[src/rtl/acc_cpu_pkg.sv]
package acc_cpu_pkg;

    localparam int OPC_W = 4;

    typedef enum logic [OPC_W-1:0] {
        OP_NOP   = 4'h0,
        OP_LOAD  = 4'h1,
        OP_ADD   = 4'h2,
        OP_SUB   = 4'h3,
        OP_AND   = 4'h4,
        OP_OR    = 4'h5,
        OP_STORE = 4'h6,
        OP_HALT  = 4'h7,
        OP_LDI   = 4'h8,
        OP_PUT   = 4'h9
    } opcode_e;

    typedef enum logic [3:0] {
        S_T1, S_T2, S_T3, S_T4, S_T5, S_T6, S_T7, S_T8, S_T9, S_HALT
    } step_e;

    function automatic logic is_mem_op(input logic [OPC_W-1:0] opc);
        return (opc >= OP_LOAD) && (opc <= OP_STORE);
    endfunction

endpackage

[src/rtl/acc_cpu_regfile.sv]
module acc_cpu_regfile #(
    parameter int DATA_W = 16,
    parameter int NREG   = 16,
    parameter int IDX_W  = $clog2(NREG)
) (
    input  logic              clk,
    input  logic              rst,
    input  logic              we,
    input  logic [IDX_W-1:0]  widx,
    input  logic [DATA_W-1:0] wdata,
    input  logic [IDX_W-1:0]  ridx,
    output logic [DATA_W-1:0] rdata
);

    logic [NREG-1:0][DATA_W-1:0] file_q;

    for (genvar g = 0; g < NREG; g++) begin : g_ent
        logic [DATA_W-1:0] ent_d, ent_q;

        always_comb begin
            ent_d = ent_q;
            if (we && (widx == IDX_W'(g))) begin
                ent_d = wdata;
            end
        end

        always_ff @(posedge clk) begin
            if (rst) begin
                ent_q <= '0;
            end else begin
                ent_q <= ent_d;
            end
        end

        assign file_q[g] = ent_q;
    end

    assign rdata = file_q[ridx];

endmodule

[src/rtl/acc_cpu_alu.sv]
module acc_cpu_alu
    import acc_cpu_pkg::*;
#(
    parameter int DATA_W = 16
) (
    input  logic [OPC_W-1:0]  op,
    input  logic [DATA_W-1:0] a,
    input  logic [DATA_W-1:0] b,
    output logic [DATA_W-1:0] y
);

    always_comb begin
        case (op)
            OP_ADD:  y = a + b;
            OP_SUB:  y = a - b;
            OP_AND:  y = a & b;
            OP_OR:   y = a | b;
            default: y = b;
        endcase
    end

endmodule

[src/rtl/acc_cpu_ctrl.sv]
module acc_cpu_ctrl
    import acc_cpu_pkg::*;
#(
    parameter int DATA_W = 16,
    parameter int IDX_W  = 4
) (
    input  logic              clk,
    input  logic              rst,
    input  logic [DATA_W-1:0] mem_rdata,
    output logic [DATA_W-1:0] mem_addr,
    output logic              mem_rd,
    output logic              mem_wr,
    output logic [DATA_W-1:0] mem_wdata,
    output logic              halted,
    output logic [IDX_W-1:0]  rf_ridx,
    input  logic [DATA_W-1:0] rf_rdata,
    output logic              rf_we,
    output logic [IDX_W-1:0]  rf_widx,
    output logic [DATA_W-1:0] rf_wdata,
    output logic [OPC_W-1:0]  alu_op,
    output logic [DATA_W-1:0] alu_a,
    output logic [DATA_W-1:0] alu_b,
    input  logic [DATA_W-1:0] alu_y,
    output step_e             step_o,
    output logic [DATA_W-1:0] pc_o
);

    localparam int AF_W = DATA_W - OPC_W;

    typedef struct packed {
        step_e             step;
        logic [DATA_W-1:0] pc;
        logic [DATA_W-1:0] mar;
        logic [DATA_W-1:0] mbr;
        logic [DATA_W-1:0] ir;
        logic [DATA_W-1:0] acc;
    } core_st_t;

    core_st_t q, d;

    logic [OPC_W-1:0] opc_ir, opc_mbr;
    logic             is_store;

    assign opc_ir   = q.ir[DATA_W-1 -: OPC_W];
    assign opc_mbr  = q.mbr[DATA_W-1 -: OPC_W];
    assign is_store = (opc_ir == OP_STORE);

    always_comb begin
        d        = q;
        mem_rd   = 1'b0;
        mem_wr   = 1'b0;
        rf_we    = 1'b0;
        unique case (q.step)
            S_T1: begin
                d.mar  = q.pc;
                mem_rd = 1'b1;
                d.step = S_T2;
            end
            S_T2: begin
                d.mbr  = mem_rdata;
                d.pc   = q.pc + DATA_W'(1);
                d.step = S_T3;
            end
            S_T3: begin
                d.ir = q.mbr;
                if (opc_mbr == OP_LDI) begin
                    d.acc  = {{OPC_W{1'b0}}, q.mbr[AF_W-1:0]};
                    d.step = S_T1;
                end else if (opc_mbr == OP_PUT) begin
                    rf_we  = 1'b1;
                    d.step = S_T1;
                end else if (opc_mbr == OP_HALT) begin
                    d.step = S_HALT;
                end else if (is_mem_op(opc_mbr)) begin
                    d.step = S_T4;
                end else begin
                    d.step = S_T1;
                end
            end
            S_T4: begin
                d.mar  = rf_rdata;
                mem_rd = 1'b1;
                d.step = S_T5;
            end
            S_T5: begin
                d.mbr  = mem_rdata;
                d.step = S_T6;
            end
            S_T6: begin
                d.ir[AF_W-1:0] = q.mbr[AF_W-1:0];
                d.step         = S_T7;
            end
            S_T7: begin
                d.mar  = {{OPC_W{1'b0}}, q.ir[AF_W-1:0]};
                mem_rd = !is_store;
                d.step = S_T8;
            end
            S_T8: begin
                if (!is_store) begin
                    d.mbr = mem_rdata;
                end
                d.step = S_T9;
            end
            S_T9: begin
                if (is_store) begin
                    mem_wr = 1'b1;
                end else begin
                    d.acc = alu_y;
                end
                d.step = S_T1;
            end
            S_HALT: begin
                d.step = S_HALT;
            end
            default: begin
                d.step = S_T1;
            end
        endcase
    end

    always_ff @(posedge clk) begin
        if (rst) begin
            q.step <= S_T1;
            q.pc   <= '0;
            q.mar  <= '0;
            q.mbr  <= '0;
            q.ir   <= '0;
            q.acc  <= '0;
        end else begin
            q <= d;
        end
    end

    assign mem_addr  = d.mar;
    assign mem_wdata = q.acc;
    assign halted    = (q.step == S_HALT);
    assign rf_ridx   = q.ir[IDX_W-1:0];
    assign rf_widx   = q.mbr[IDX_W-1:0];
    assign rf_wdata  = q.acc;
    assign alu_op    = opc_ir;
    assign alu_a     = q.acc;
    assign alu_b     = q.mbr;
    assign step_o    = q.step;
    assign pc_o      = q.pc;

endmodule

[src/rtl/acc_cpu_core.sv]
module acc_cpu_core
    import acc_cpu_pkg::*;
#(
    parameter int DATA_W = 16,
    parameter int NREG   = 16
) (
    input  logic              clk,
    input  logic              rst,
    output logic [DATA_W-1:0] mem_addr,
    output logic              mem_rd,
    output logic              mem_wr,
    output logic [DATA_W-1:0] mem_wdata,
    input  logic [DATA_W-1:0] mem_rdata,
    output logic              halted
);

    localparam int IDX_W = $clog2(NREG);

    logic [IDX_W-1:0]  rf_ridx, rf_widx;
    logic [DATA_W-1:0] rf_rdata, rf_wdata;
    logic              rf_we;
    logic [OPC_W-1:0]  alu_op;
    logic [DATA_W-1:0] alu_a, alu_b, alu_y;
    step_e             step_w;
    logic [DATA_W-1:0] pc_w;

    acc_cpu_ctrl #(.DATA_W(DATA_W), .IDX_W(IDX_W)) u_ctrl (
        .clk       (clk),
        .rst       (rst),
        .mem_rdata (mem_rdata),
        .mem_addr  (mem_addr),
        .mem_rd    (mem_rd),
        .mem_wr    (mem_wr),
        .mem_wdata (mem_wdata),
        .halted    (halted),
        .rf_ridx   (rf_ridx),
        .rf_rdata  (rf_rdata),
        .rf_we     (rf_we),
        .rf_widx   (rf_widx),
        .rf_wdata  (rf_wdata),
        .alu_op    (alu_op),
        .alu_a     (alu_a),
        .alu_b     (alu_b),
        .alu_y     (alu_y),
        .step_o    (step_w),
        .pc_o      (pc_w)
    );

    acc_cpu_regfile #(.DATA_W(DATA_W), .NREG(NREG), .IDX_W(IDX_W)) u_rf (
        .clk   (clk),
        .rst   (rst),
        .we    (rf_we),
        .widx  (rf_widx),
        .wdata (rf_wdata),
        .ridx  (rf_ridx),
        .rdata (rf_rdata)
    );

    acc_cpu_alu #(.DATA_W(DATA_W)) u_alu (
        .op (alu_op),
        .a  (alu_a),
        .b  (alu_b),
        .y  (alu_y)
    );

endmodule

[config.mk]
export PLATFORM = sky130hd
export DESIGN_NAME = acc_cpu_core
export DESIGN_NICKNAME = d
export VERILOG_FILES = /design/src/rtl/acc_cpu_pkg.sv /design/src/rtl/acc_cpu_regfile.sv /design/src/rtl/acc_cpu_alu.sv /design/src/rtl/acc_cpu_ctrl.sv /design/src/rtl/acc_cpu_core.sv
export SDC_FILE = /design/constraint.sdc
export NUM_CORES = 1
export LEC_CHECK = 0
export ABC_CLOCK_PERIOD_IN_PS = 9700
export CAP_MARGIN = 0
export CORE_MARGIN = 2
export CORE_UTILIZATION = 55
export DETAILED_ROUTE_END_ITERATION = 12
export PLACE_DENSITY = 0.85
export SYNTH_ARGS = -nofsm -noshare
export SYNTH_HDL_FRONTEND = slang
export SYNTH_SLANG_ARGS = --single-unit
[constraint.sdc]
create_clock -name clk -period 9.7 [get_ports clk]
set_input_delay 1.94 -clock clk [delete_from_list [all_inputs] [get_ports clk]]
set_output_delay 1.94 -clock clk [all_outputs]
set_load 0.05 [all_outputs]
**Yosys cells after proc, flatten, opt, wreduce, memory -nomap -nowiden**

Index checks and enable logic that the tools add are counted.

- Register bits after elaboration: 340
- Input port bits: 18
- Output and inout bits: 35
- Word-level logic and storage cells: 113

- Add/subtract/negate cells: 3
- $lt $le $gt $ge: 3
- Equal/unequal tests: 35
- Mux-type cells: 20
- Bitwise operators: 2
- Reductions and logical operators: 27

Operator list:

| kind | count |
|---|---|
| $bmux 16 s4 | 1 |
| $mux 16 | 4 |
| $pmux 16 s2 | 2 |
| $pmux 16 s4 | 1 |
| $eq 4x3->1 const B | 12 |
| $eq 4x4->1 const B | 12 |
| $pmux 16 s3 | 1 |
| $pmux 4 s9 | 1 |
| $eq 4x2->1 const B | 6 |
| $logic_and 1x1->1 | 17 |
| $add 16x1->16 const B | 1 |
| $add 16x16->16 | 1 |
| $and 16x16->16 | 1 |
| $or 16x16->16 | 1 |
| $sub 16x16->16 | 1 |
| $mux 4 | 3 |
| $eq 4x1->1 const B | 2 |
| $logic_not 4->1 | 2 |
| $reduce_or 2->1 | 3 |
| $lt 4x5->1 const B | 1 |
| $mux 1 | 5 |
| $ge 4x1->1 const B | 1 |
| $le 4x3->1 const B | 1 |
| $ne 2x2->1 const B | 2 |
| 7 further kinds | 8 |

**Depth between registers and ports, before layout**

Gate-level depths: netlist (run 1).

- Depth in word-level cells: 7
- Depth in mapped cells: 13
- Depth with buffers taken out: 13

**Hierarchy**

From an unflattened synthesis (run 1), not the netlist that was laid out.

- Cells, all modules: 2103
- Area total of the unflattened synthesis: 18134.9 um^2

Modules (own cells, without submodules):

| module | instances | cells an instance | area an instance (um^2) | seq. area each (um^2) |
|---|---|---|---|---|
| acc_cpu_regfile | 1 | 1347 | 11733.8 | 5124.9 |
| acc_cpu_ctrl | 1 | 521 | 4657.0 | 1681.6 |
| acc_cpu_alu | 1 | 235 | 1744.2 | 0.0 |

**Worst setup path before layout (run 1)**

OpenSTA, ideal clock, no wires.

- Kind: register to output
- Start: reg u_ctrl.q, in the netlist u_ctrl.step_o[3]
- End: out mem_rd
- Arrival: 2372 ps
- Data required time: 7760 ps
- Path slack: 5388 ps
- Stages on the path, launching flop included: 4
- Path buffers: 2
- Cell sequence: dfxtp_1 buf_2 clkbuf_1 o41ai_1

- Longest elaborated chain between the ends: 3
- Elaborated cells between the ends (all ways): 5
- Classes of those cells: eq/ne: 2; mux: 1; reduce/logical: 2

Ends and longest elaborated chain:

| what | RTL line | text |
|---|---|---|
| from (decl) | acc_cpu_ctrl.sv:39 | `core_st_t q, d;` |
| $eq 4x2->1 / $logic_not 4->1 (equally long branches) | acc_cpu_ctrl.sv:53 | `unique case (q.step)` |
| $reduce_or 2->1 (no line) | n/a |  |
| $pmux 1 s2 (*) | acc_cpu_ctrl.sv:53 |  |
| to (decl) | acc_cpu_core.sv:10 | `output logic mem_rd,` |

Mark *: on every way between the ends. The rest lies on a longest branch, timed or not.

**Worst setup path after layout (run 1)**

- Start: reg u_ctrl.q, in the netlist u_ctrl.step_o[0]
- End: out mem_addr[10]

- Longest elaborated chain between the ends: 2
- Elaborated cells between the ends (all ways): 4
- Classes of those cells: eq/ne: 2; mux: 1; reduce/logical: 1

Ends and longest elaborated chain:

| what | RTL line | text |
|---|---|---|
| $eq 4x3->1 (tied with other cells) | acc_cpu_ctrl.sv:53 |  |
| $pmux 16 s3 (*) | acc_cpu_ctrl.sv:53 |  |
| to (decl) | acc_cpu_core.sv:9 | `output logic [DATA_W-1:0] mem_addr,` |

Marked as above.

==> flow_summary.json, run 1 <==
{
  "first_global_vias": 14300,
  "grt_overflow": 0,
  "fin_setup_tns_ps": 0,
  "post-place-cells": 2124,
  "synth_edf_count": 0,
  "path_depth": 6,
  "ys_types": 67,
  "yosys_most_used_dff": "dfxtp_1",
  "timing.max_cap.violations": 0,
  "postCtsSetupBuffers": 0,
  "hp-class": "reg2reg",
  "async_reset_ff_frac": 0,
  "power_per_cell_area_mw_per_mm2": 178,
  "grt_pass1_wl_mm": 75.9,
  "placed_cell_area_mm2": 0.0168,
  "cts_resized": 0,
  "yosys_warnings": 0,
  "crit_top_cell": "nand2_1",
  "rsz0062_at_grt": "false",
  "die_w_um": 178,
  "ir_drop_mv": 0.119,
  "path_clk_slew_ps": 60,
  "max_freq_mhz": 165,
  "pin_count": 53,
  "routedWlPerCell_um": 22.2,
  "drc": 0,
  "cp_slowest_cell": "clkdlybuf4s50_1",
  "post-route-period-util": 0.624,
  "final_core_util": 0.606,
  "yosys_register_bits": 340,
  "crit_type": "reg2out",
  "gp_congestion": 0.921,
  "yosysSeqAreaShare": 0.408,
  "synthCells": 1885,
  "antenna_found_initial": 0,
  "reg2reg_slack_ps": 5790,
  "drt_pass1_iterations": 6,
  "relSlewSlack": 0.156,
  "synthTopCellsByArea": "dfxtp_1, mux4_2, mux2i_1",
  "r2r-start": "u_ctrl.alu_b[2]",
  "postRouteAntennaNets": 0,
  "critPathBufInv": 1,
  "critPathCaptureType": "output pin",
  "max_stage_delay_ps": 810,
  "yosysTopAreaCellShare": 0.408,
  "vias_per_cell": 6.72,
  "start_util": 0.561,
  "drtIter0Drc": 2056,
  "fp-row-count": 63,
  "path_cells": "nand2_1 > nor3_1 > nand2_1 > o22ai_1 > a211o_1 > clkdlybuf4s50_1",
  "wl_mm": 48.7,
  "grt_max_degree": 129,
  "insertion_delay_ps": 520,
  "p_leak_nw": 6.33,
  "clk_path_buf_depth": 3,
  "yosys-top-cells-count": "dfxtp_1, nand2_1, a21oi_1, nand3_1, nor2_1",
  "nets": 1813,
  "tightestPinTransition_ps": 1260,
  "finalHoldViolCount": 0,
  "syn_area_per_cell_um2": 8.85,
  "die_area_mm2": 0.0317,
  "cp.arrival_ps": 4120,
  "cts_tree": "built",
  "coreArea_mm2": 0.0297,
  "stdcell_area_mm2": 0.0180,
  "yosysTopAreaCell": "dfxtp_1",
  "cp.required_ps": 7760,
  "hpwl_mm": 29.3,
  "synth_nets": 1926,
  "io_buffers": 52,
  "htreeDepth": 2,
  "cts_root_buf": "clkbuf_16",
  "fin_skew_ps": 21.4,
  "status": "finished clean",
  "grt_usage": 0.304,
  "finalCriticalPeriod_ps": 6060,
  "crit_path_end": "mem_addr[10]",
  "setup_viol": 0,
  "synth_most_common_cell": "dfxtp_1",
  "die_h_um": 178,
  "hold_buffers": 0,
  "layout-drive-gt1-share": 0.0923,
  "area_growth_pct": 7.97,
  "critPathTopFamily": "simple AND/OR/NAND/NOR gates",
  "startpoint_type": "flip-flop",
  "r2r-end": "u_ctrl.alu_a[15]",
  "cts-buffers-inserted": 36,
  "synth_area_mm2": 0.0167,
  "hold_path.startpoint": "u_rf.g_ent[6].ent_q[5]",
  "crit_start": "u_ctrl.step_o[0]",
  "ff2ff_path_depth": 10,
  "numClockSinks": 340,
  "cp_max_fo": 17,
  "instances_no_fill": 2189,
  "slew_viol_final": 0,
  "via_count": 14700
}
==> registers in the layout (all words and copies together), names as in the netlist <==
register / cells
u_ctrl.alu_a: 16
u_ctrl.alu_b: 16
u_ctrl.rf_ridx: 4
u_rf.g_ent.ent_q: 256
u_ctrl.q: 24
u_ctrl.alu_op: 4
u_ctrl.step_o: 4
u_ctrl.pc_o: 16
==> how the worst min path moves through the flow <==
stage | slack [ps] | cells after the start | to
finish | 450 | 2 | u_rf.g_ent[6].ent_q[5]
global route | 470 | 2 | u_rf.g_ent[5].ent_q[12]
CTS | 450 | 2 | u_rf.g_ent[5].ent_q[12]
detailed placement | 440 | 2 | u_rf.g_ent[6].ent_q[6]
global placement | 440 | 2 | u_rf.g_ent[8].ent_q[7]
floorplan | 430 | 2 | u_rf.g_ent[11].ent_q[15]
==> metal layers <==
layer / global-route usage / vias to the layer above / wire, um
met5: 0 / - / 0
met4: 0.204 / 0 / 3150
li1: - / 6426 / -
met2: 0.487 / 1014 / 22400
met1: 0.370 / 7024 / 17700
met3: 0.0610 / 249 / 5340
==> kinds of logic after synthesis <==
group,after synthesis,synth area share
flops,340,0.408
compound gates,372,0.132
mux,189,0.161
buf+inv,232,0.0673
fa+ha+maj,25,0.0189
simple gates,689,0.192
xor+xnor,38,0.0200
==> report_power, final <==
group	internal, mW	switching (mW)	leakage, nW
clock network	0.858	0.557	0.600
registers	1.41	0.0444	2.74
logic	0.124	0.220	2.99
total	2.39	0.822	6.33
==> layout by cell type (no fill, tap or decap), types with 13 or more instances in the layout <==
master	Yosys	layout
a211o_1	13	13
a21oi_1	225	225
a22o_1	13	13
buf_4	50	16
clkbuf_16	0	37
clkdlybuf4s50_1	0	51
dfxtp_1	340	337
ha_1	22	22
mux2i_1	125	125
mux4_2	64	64
nand2_1	239	239
nand3_1	207	207
nor2_1	140	139
nor2b_1	21	19
nor3_1	21	20
o21ai_0	27	27
o22ai_1	23	23
xnor2_1	22	22
xor2_1	16	16
==> worst min-delay path, cell delays in order, from the launching register on <==
cell and delay, ps:
dfxtp_1 300, nand2_1 50, a21oi_1 50
==> metrics by stage <==
stage,hold slack [ps],worst slack [ps],power [mW]
floorplan,433,5390,1.73
global placement,438,4400,1.81
detailed placement,443,4320,1.82
CTS,451,3750,3.21
global route,470,3550,3.30
finish,451,3640,3.21
==> cell type report <==
type	instances	area (um^2)
timing repair buffer	68	646
multi-input combinational	1313	8780
inverter	13	48.8
antenna	1	2.50
sequential	340	6810
fill	2312	11700
clock inverter	10	138
tap	390	488
clock buffer	54	1090
(Power assumes the default switching activity.)
==> run 2: changes to the inputs <==
Settings changed: ABC_CLOCK_PERIOD_IN_PS 9700 to 6100.
Clock period 9.7 ns to 6.1 ns, I/O delays scaled along.
==> run 2 against run 1 <==
Combinational power increased by 60%. Clock power increased by 66%. Clock skew decreased by 8.3 ps. Via count decreased by 1.6%. Highest routed layer unchanged. Worst setup slack got worse by 2700 ps. Critical path type unchanged. First-iteration DRC count increased by 4.9%. Worst hold slack improved by 3.2 ps. Critical endpoint is now mem_addr[15].
==> flow_summary.json, run 2 (synthesized netlist as in run 1, its figures left out) <==
{
  "grt_pass1_wl_mm": 73.7,
  "drc": 0,
  "r2r-start": "u_ctrl.alu_op[0]",
  "cts_root_buf": "clkbuf_16",
  "grt_max_degree": 243,
  "post-route-period-util": 0.840,
  "nFillCells": 2257,
  "diodes": 0,
  "crit_start": "u_ctrl.step_o[0]",
  "hp-class": "reg2reg",
  "nets": 1816,
  "place_ws_ps": 1640,
  "startpoint_type": "flip-flop",
  "via_count": 14500,
  "reg2reg_slack_ps": 2380,
  "finalCriticalPeriod_ps": 5130,
  "hpwl_mm": 29.8,
  "drt_pass1_iterations": 8,
  "largest_reg_flops": 256,
  "setup_viol": 0,
  "cp.required_ps": 4880,
  "critPathTopFamily": "simple AND/OR/NAND/NOR gates",
  "crit_path_end": "mem_addr[15]",
  "die_w_um": 178,
  "critPathCaptureType": "output pin",
  "grt_overflow": 0,
  "cts-buffers-inserted": 35,
  "biggestRegsByFlops": "u_rf.g_ent.ent_q x256, u_ctrl.q x24",
  "pin_count": 53,
  "postRouteAntennaNets": 0,
  "coreArea_mm2": 0.0297,
  "timing.final.ws_setup_ps": 974,
  "crit_type": "reg2out",
  "layout-drive-gt1-share": 0.0960,
  "finalHoldViolCount": 0,
  "fin_skew_ps": 13.1,
  "die_area_mm2": 0.0317,
  "insertion_delay_ps": 520,
  "numClockSinks": 340,
  "cts_resized": 0,
  "largest_register": "u_rf.g_ent.ent_q",
  "htreeDepth": 2,
  "wl_mm": 47.6,
  "area_growth_pct": 8.49,
  "slew_viol_final": 0,
  "clk_path_buf_depth": 3,
  "fp-row-count": 63,
  "drtIter0Drc": 2157,
  "cp_slowest_cell": "clkdlybuf4s50_1",
  "timing.max_cap.violations": 0,
  "gp_congestion": 0.960,
  "antenna_found_initial": 0,
  "cp.arrival_ps": 3910,
  "hold_buffers": 0,
  "grt_usage": 0.294,
  "p_leak_nw": 6.39,
  "vias_per_cell": 6.61,
  "relSlewSlack": 0.239,
  "path_cells": "nand2_1 > nor3_1 > nand2b_1 > o22ai_1 > a221o_1 > clkdlybuf4s50_1",
  "path_depth": 6,
  "ir_drop_mv": 0.199,
  "die_h_um": 178,
  "power_per_cell_area_mw_per_mm2": 287,
  "tightestPinTransition_ps": 1140,
  "status": "finished clean",
  "mostFrequentLayoutCell": "dfxtp_1",
  "ff2ff_path_depth": 12,
  "postCtsSetupBuffers": 0,
  "final_cell_mix": "dfxtp_1, nand2_1, a21oi_1",
  "max_freq_mhz": 195,
  "first_global_vias": 13700,
  "critPathBufInv": 1,
  "cp_max_fo": 17,
  "routedWlPerCell_um": 21.7,
  "io_buffers": 52,
  "rsz0062_at_grt": "false",
  "path_clk_slew_ps": 60,
  "start_util": 0.561,
  "r2r-end": "u_ctrl.alu_a[15]",
  "power_mw": 5.19,
  "max_stage_delay_ps": 840,
  "cts_tree": "built",
  "fin_setup_tns_ps": 0
}
==> run 2: cell count changes in the layout (fill, tap and decap cells not counted), moves of 2 or more <==
cell,delta
clkbuf_1,-3
clkinv_2,+2
bufinv_16,+2
buf_4,+3
==> run 2: layer usage <==
layer  part of all wire  global-route usage  vias up
li1                   -                   -     6421
met1               0.38               0.376     6938
met2               0.47               0.475      947
met3               0.11              0.0529      177
met4              0.046               0.151        0
met5                  0                   0        -
==> run 2: metrics by stage <==
step	hold WS, ps	utilization	std cells	instance area, um^2
CTS	452	0.609	2192	18100
global placement	439	0.566	2128	16800
floorplan	433	-	1885	16700
detailed placement	445	0.566	2128	16800
finish	454	0.609	2192	18100
global route	467	0.609	2192	18100
==> run 2: worst min-delay path: stages (launching register included) <==
cell and delay [ps]:
dfxtp_1 310, nand2_1 50, a21oi_1 50
==> run 2: area by class of cell <==
| type | instances | area, um^2 | share of cell area |
|---|---|---|---|
| Tap cell | 390 | 488 | 0.0270 |
| Sequential cell | 340 | 6810 | 0.376 |
| Clock buffer | 51 | 1070 | 0.0590 |
| Inverter | 13 | 48.8 | 0.00270 |
| Timing Repair Buffer | 72 | 688 | 0.0380 |
| Clock inverter | 13 | 208 | 0.0115 |
| Multi-Input combinational cell | 1313 | 8780 | 0.485 |
==> run 2: power breakdown <==
part	internal, mW	leakage [nW]	switching (mW)
clock network	1.43	0.629	0.905
registers	2.24	2.74	0.0659
logic	0.199	3.02	0.353
==> run 2: worst min-delay path by stage <==
stage	slack, ps	to	cells past startpoint	start
after floorplan	430	u_rf.g_ent[11].ent_q[15]	2	u_rf.g_ent[11].ent_q[15]
after global placement	440	u_rf.g_ent[9].ent_q[4]	2	u_rf.g_ent[9].ent_q[4]
after detailed placement	440	u_rf.g_ent[6].ent_q[0]	2	u_rf.g_ent[6].ent_q[0]
after CTS	450	u_rf.g_ent[6].ent_q[0]	2	u_rf.g_ent[6].ent_q[0]
after global routing	470	u_rf.g_ent[6].ent_q[0]	2	u_rf.g_ent[6].ent_q[0]
final	450	u_rf.g_ent[6].ent_q[0]	2	u_rf.g_ent[6].ent_q[0]
